[src/rtl/hrm_pkg.sv]
package hrm_pkg;

  typedef enum logic [1:0] {
    MODE_OFF  = 2'b00,
    MODE_HDR  = 2'b01,
    MODE_PAIR = 2'b10,
    MODE_RSVD = 2'b11
  } ruleMode_e;

  // strobes from the control decode to the datapath
  typedef struct packed {
    logic active;   // rule encoding is usable
    logic chkAddr;  // selected address vs rule address
    logic chkType;  // frame type vs rule type
    logic chkPair;  // source vs destination of the frame
  } cmpCtrl_t;

endpackage

[src/rtl/hrm_ctrl.sv]
module hrm_ctrl
  import hrm_pkg::*;
(
  input  logic [1:0] ruleMode,
  input  logic [1:0] ruleEnable,
  output cmpCtrl_t   ctrl
);

  always_comb begin
    ctrl = '0;
    unique case (ruleMode)
      MODE_HDR: begin
        ctrl.active = 1'b1;
        unique case (ruleEnable)
          2'b01:   ctrl.chkAddr = 1'b1;
          2'b10:   ctrl.chkType = 1'b1;
          default: begin
            // 11: both fields; 00: both fields, action used as a count
            ctrl.chkAddr = 1'b1;
            ctrl.chkType = 1'b1;
          end
        endcase
      end
      MODE_PAIR: begin
        if (ruleEnable == 2'b10) begin
          ctrl.active  = 1'b1;
          ctrl.chkPair = 1'b1;
        end
      end
      default: ctrl = '0;
    endcase
  end

endmodule

[src/rtl/hrm_datapath.sv]
module hrm_datapath
  import hrm_pkg::*;
#(
  parameter int MAC_W  = 48,
  parameter int TYPE_W = 16,
  parameter int LANE_W = 8
) (
  input  logic              clk,
  input  logic              rst_n,
  input  cmpCtrl_t          ctrl,
  input  logic              frmValid,
  input  logic [MAC_W-1:0]  frmDstMac,
  input  logic [MAC_W-1:0]  frmSrcMac,
  input  logic [TYPE_W-1:0] frmType,
  input  logic              ruleUseSrc,
  input  logic              ruleMatchEq,
  input  logic [MAC_W-1:0]  ruleMac,
  input  logic [TYPE_W-1:0] ruleType,
  output logic              resValid,
  output logic              resMatch
);

  localparam int LANES = MAC_W / LANE_W;

  logic [LANES-1:0] dstLaneEq;
  logic [LANES-1:0] srcLaneEq;
  logic [LANES-1:0] pairLaneEq;

  // lane-wise equality; lane LANES-1 holds the top address byte
  for (genvar i = 0; i < LANES; i++) begin : gLane
    localparam int LO = i * LANE_W;
    assign dstLaneEq[i]  = frmDstMac[LO +: LANE_W] == ruleMac[LO +: LANE_W];
    assign srcLaneEq[i]  = frmSrcMac[LO +: LANE_W] == ruleMac[LO +: LANE_W];
    assign pairLaneEq[i] = frmSrcMac[LO +: LANE_W] == frmDstMac[LO +: LANE_W];
  end

  logic addrHit, typeHit, pairHit, fieldsEq, verdict;

  always_comb begin
    addrHit  = ruleUseSrc ? (&srcLaneEq) : (&dstLaneEq);
    typeHit  = frmType == ruleType;
    pairHit  = &pairLaneEq;
    fieldsEq = (addrHit | ~ctrl.chkAddr) &
               (typeHit | ~ctrl.chkType) &
               (pairHit | ~ctrl.chkPair);
    verdict  = ctrl.active & (ruleMatchEq ? fieldsEq : ~fieldsEq);
  end

  always_ff @(posedge clk or negedge rst_n) begin
    if (!rst_n) begin
      resValid <= 1'b0;
      resMatch <= 1'b0;
    end else begin
      resValid <= frmValid;
      resMatch <= frmValid & verdict;
    end
  end

endmodule

[src/rtl/hdr_rule_matcher.sv]
module hdr_rule_matcher
  import hrm_pkg::*;
#(
  parameter int MAC_W  = 48,
  parameter int TYPE_W = 16,
  parameter int LANE_W = 8
) (
  input  logic              clk,
  input  logic              rst_n,
  input  logic              frmValid,
  input  logic [MAC_W-1:0]  frmDstMac,
  input  logic [MAC_W-1:0]  frmSrcMac,
  input  logic [TYPE_W-1:0] frmType,
  input  logic [1:0]        ruleMode,
  input  logic [1:0]        ruleEnable,
  input  logic              ruleUseSrc,
  input  logic              ruleMatchEq,
  input  logic [MAC_W-1:0]  ruleMac,
  input  logic [TYPE_W-1:0] ruleType,
  output logic              resValid,
  output logic              resMatch
);

  cmpCtrl_t ctrl;

  hrm_ctrl u_ctrl (
    .ruleMode   (ruleMode),
    .ruleEnable (ruleEnable),
    .ctrl       (ctrl)
  );

  hrm_datapath #(.MAC_W(MAC_W), .TYPE_W(TYPE_W), .LANE_W(LANE_W)) u_dp (
    .clk         (clk),
    .rst_n       (rst_n),
    .ctrl        (ctrl),
    .frmValid    (frmValid),
    .frmDstMac   (frmDstMac),
    .frmSrcMac   (frmSrcMac),
    .frmType     (frmType),
    .ruleUseSrc  (ruleUseSrc),
    .ruleMatchEq (ruleMatchEq),
    .ruleMac     (ruleMac),
    .ruleType    (ruleType),
    .resValid    (resValid),
    .resMatch    (resMatch)
  );

endmodule

[config.mk]
export PLATFORM = sky130hd
export DESIGN_NAME = hdr_rule_matcher
export DESIGN_NICKNAME = d
export VERILOG_FILES = /design/src/rtl/hrm_pkg.sv /design/src/rtl/hrm_ctrl.sv /design/src/rtl/hrm_datapath.sv /design/src/rtl/hdr_rule_matcher.sv
export SDC_FILE = /design/constraint.sdc
export NUM_CORES = 1
export LEC_CHECK = 0
export BUFFER_PORTS_ARGS = -buffer_cell sky130_fd_sc_hd__buf_4
export CAP_MARGIN = 20
export CORE_ASPECT_RATIO = 1.5
export CORE_UTILIZATION = 34
export CTS_CLUSTER_DIAMETER = 80
export DETAILED_ROUTE_END_ITERATION = 6
export PLACE_DENSITY = 0.79
export SYNTH_ARGS = -nofsm -noshare
export SYNTH_HDL_FRONTEND = slang
export SYNTH_SLANG_ARGS = --single-unit
[constraint.sdc]
create_clock -name clk -period 0.8 [get_ports clk]
set_input_delay 0 -clock clk [delete_from_list [all_inputs] [get_ports clk]]
set_output_delay 0 -clock clk [all_outputs]
set_load 0.02 [all_outputs]
==> run summary <==
- synthesized cell area: 1940 µm²
- minimum clock period after layout: 1320 ps
- synthesized area per cell: 8.01 µm²
- largest net degree at the start of global routing: 5
- most frequent cells after synthesis: sky130_fd_sc_hd__xnor2_1, sky130_fd_sc_hd__nand4_1, sky130_fd_sc_hd__xor2_1
- final worst hold slack: 74.6 ps
- number of storage elements in the synthesis netlist: 2
- Post-CTS Setup Inserts: 0
- Placed Cells incl. Taps: 563
- global placer's final weighted congestion: 0.923
- total wire length after detailed routing: 9400 µm
- cts bufs inserted: 3
- Die Ht: 94.5 µm
- static power due to leakage: 1.87 nW
- CTS clock-pin slew for the worst setup and hold paths: 30 ps
- number of rows in the core area: 33
- class of the tightest hold or removal check: in -> reg
- fraction of power consumed by combinational cells: 82.1%
- CP peak stage delay: 370 ps
- number of cells produced by synthesis: 242
- layout-stage area growth over the synthesis result: 114%
- internal power consumption: 1.81 mW
- Total GRT Usage: 30.5%
- startpoint-to-endpoint class of the critical path: in -> reg
- Clock Tree Buf Depth: 2
- count of placed standard cells in the final layout, fillers left out: 568
- CP Max Fanout: 2
- final clock period utilization by the worst path: 165%
- clk sink count: 2
- standard cell core area: 5490 µm²
- port bufs: 186
- first-pass GRT wire length: 13,800 µm
- routed via count: 2,870
- total half-perimeter wirelength after legalization and detailed placement: 8330 µm
- number of global-route vias before repair: 3,055
- Post-synth EDFFs: 0
- CTS tree: yes
- most frequently used cell type in the post-synthesis netlist: sky130_fd_sc_hd__xnor2_1
- post-route antenna net violation count: 0
- # Max-Cap Violations: 0
- total global routing overflow: 0
- Layout Nets: 687
- number of I/O pins: 187
- share of layout cells above drive strength 1: 56.2%
- utilization after layout: 75.5%
- Wirelength per Cell: 16.6 µm
- max-slew violation count: 0
- top achievable clock speed: 760 MHz
- cell-by-cell trace of the critical path: buf_4, inv_2, o22ai_1, a2111oi_2, nand4_1, nor4_2, o21ai_1, mux2i_1
- vias per inst: 5.05
- endpoint class of the critical path: flip-flop
- result of the run: finished with violations
- effective utilization at floorplan: 35.3%
- Syn Nets: 429
- peak supply drop: 0.323 mV
- horizontal extent of the die: 63.6 µm
- Synthesis Warnings: 0
- # DRC: 0
- proportion of power drawn by flip-flops and latches: 3.8%
- worst relative slew slack: 76.9%
- final setup fails: 1
- cell at the root of the clock tree: sky130_fd_sc_hd__clkbuf_8
- ANT cells: 0
- count of final hold-check violations: 0
- critical path data required time: 920 ps
- Die ar.: 6010 µm²
- dominant synthesized flop cell: sky130_fd_sc_hd__dfrtp_1
- library cells used by synthesis: 34
- pwr/cell area: 677 nW/µm²
- net switching power: 1.00 mW
- number of H-tree levels: 1
- Initial DRT Pass Iterations: 4
- worst setup margin: -516 ps
- Area contributors post-synth: sky130_fd_sc_hd__xnor2_1, sky130_fd_sc_hd__xor2_1, sky130_fd_sc_hd__nand4_1
- proportion of total power due to net switching: 35.6%
- number of antenna violations at the first check in global routing: 0
- violated checks: negative setup slack
- area share of the largest cell type after synthesis: 54.7%
- CP startpoint kind: input port
- share of synthesized registers carrying an async set or reset: 100%
- slew at the pin closest to its max-slew limit: 344 ps
- number of filler instances in the final layout: 441
- starting DRC count in detailed routing: 103
- sequential area share after synthesis: 2.58%
- RSZ-0062 raised after global routing: true
- critical-path cell with the highest stage delay: sky130_fd_sc_hd__a2111oi_2
- Clk network pwr share: 14.0%
- post-synthesis cell type with the largest combined area: sky130_fd_sc_hd__xnor2_1
- arrival time at the worst endpoint: 1440 ps
cells in the final DEF (no fill, tap or decap), types with 3 or more instances in the layout:
master / count
sky130_fd_sc_hd__buf_4: 249
sky130_fd_sc_hd__clkbuf_8: 3
sky130_fd_sc_hd__inv_1: 10
sky130_fd_sc_hd__nand4_1: 31
sky130_fd_sc_hd__nor4_1: 8
sky130_fd_sc_hd__nor4_2: 5
sky130_fd_sc_hd__o22ai_1: 3
sky130_fd_sc_hd__xnor2_1: 107
sky130_fd_sc_hd__xnor2_2: 13
sky130_fd_sc_hd__xor2_1: 27
area by class of cell:
cell class                 count  area, µm²  area share (%)
clock buffer                   3       41.3           0.996
multi-input combinational    227       2010            48.4
sequential                     2       50.0            1.21
inverter                      13       48.8            1.18
tap                           70       87.6            2.11
timing repair buffer         253       1910            46.1
worst paths after layout:
path,slack (ps),startpoint,depth (start not counted),endpoint
worst max-delay path,-520,ruleMac[2],8,u_dp.resMatch
worst min-delay path,70,ruleMatchEq,3,u_dp.resMatch
max in group asynchronous,600,rst_n,2,u_dp.resMatch
min in group asynchronous,120,rst_n,2,u_dp.resValid
metrics by stage:
step	instance area (µm²)	setup WS (ps)	setup TNS, ps	power (mW)
after floorplan	1940	-330	-330	0.889
after global placement	3910	-760	-760	2.22
after detailed placement	3910	-742	-742	2.27
after CTS	4130	-419	-419	2.78
after global routing	4150	-582	-582	2.97
final	4150	-516	-516	2.81
critical path, delay by kind of cell:
kind | cells | cell delay [ps]
compound gates | 3 | 620
buf+inv | 2 | 170
mux | 1 | 180
simple gates | 2 | 470
kinds of logic after synthesis:
| logic type | count (synthesis) | share of synthesized area, % |
|---|---|---|
| xor gates and xnor gates | 148 | 66.9 |
| and+or+nand+nor | 56 | 18.3 |
| AOI/OAI and AO/OA | 20 | 7.88 |
| buffers and inverters | 13 | 2.52 |
| adders and majority gates | 2 | 1.29 |
| DFF | 2 | 2.58 |
| muxes | 1 | 0.516 |
flip-flops by register name, indices dropped and copies added (netlist names):
name / count
u_dp.resMatch: 1
u_dp.resValid: 1
timing repair:
action,in CTS,in global routing
setup endpoints to repair,1,1
hold buffers,2,0
resized for setup,23,3
pin swaps,14,1
hold endpoints to repair,3,0
power by group through the flow:
stage,clock (mW),combinational (mW),sequential (mW)
after global placement,0,2.12,0.108
after detailed placement,0,2.16,0.109
after CTS,0.401,2.27,0.108
after global routing,0.417,2.44,0.108
after floorplan,0,0.776,0.114
final,0.395,2.31,0.107
routing by layer:
metal	track usage [%]	part of all wire, %	up-vias
li1	-	-	1368
met2	63.5	57	188
met1	26.1	29	1280
met4	17.6	5.4	0
met3	5.19	8.1	34
met5	0	0	-
Note: power is estimated with default switching activity, not from simulation.
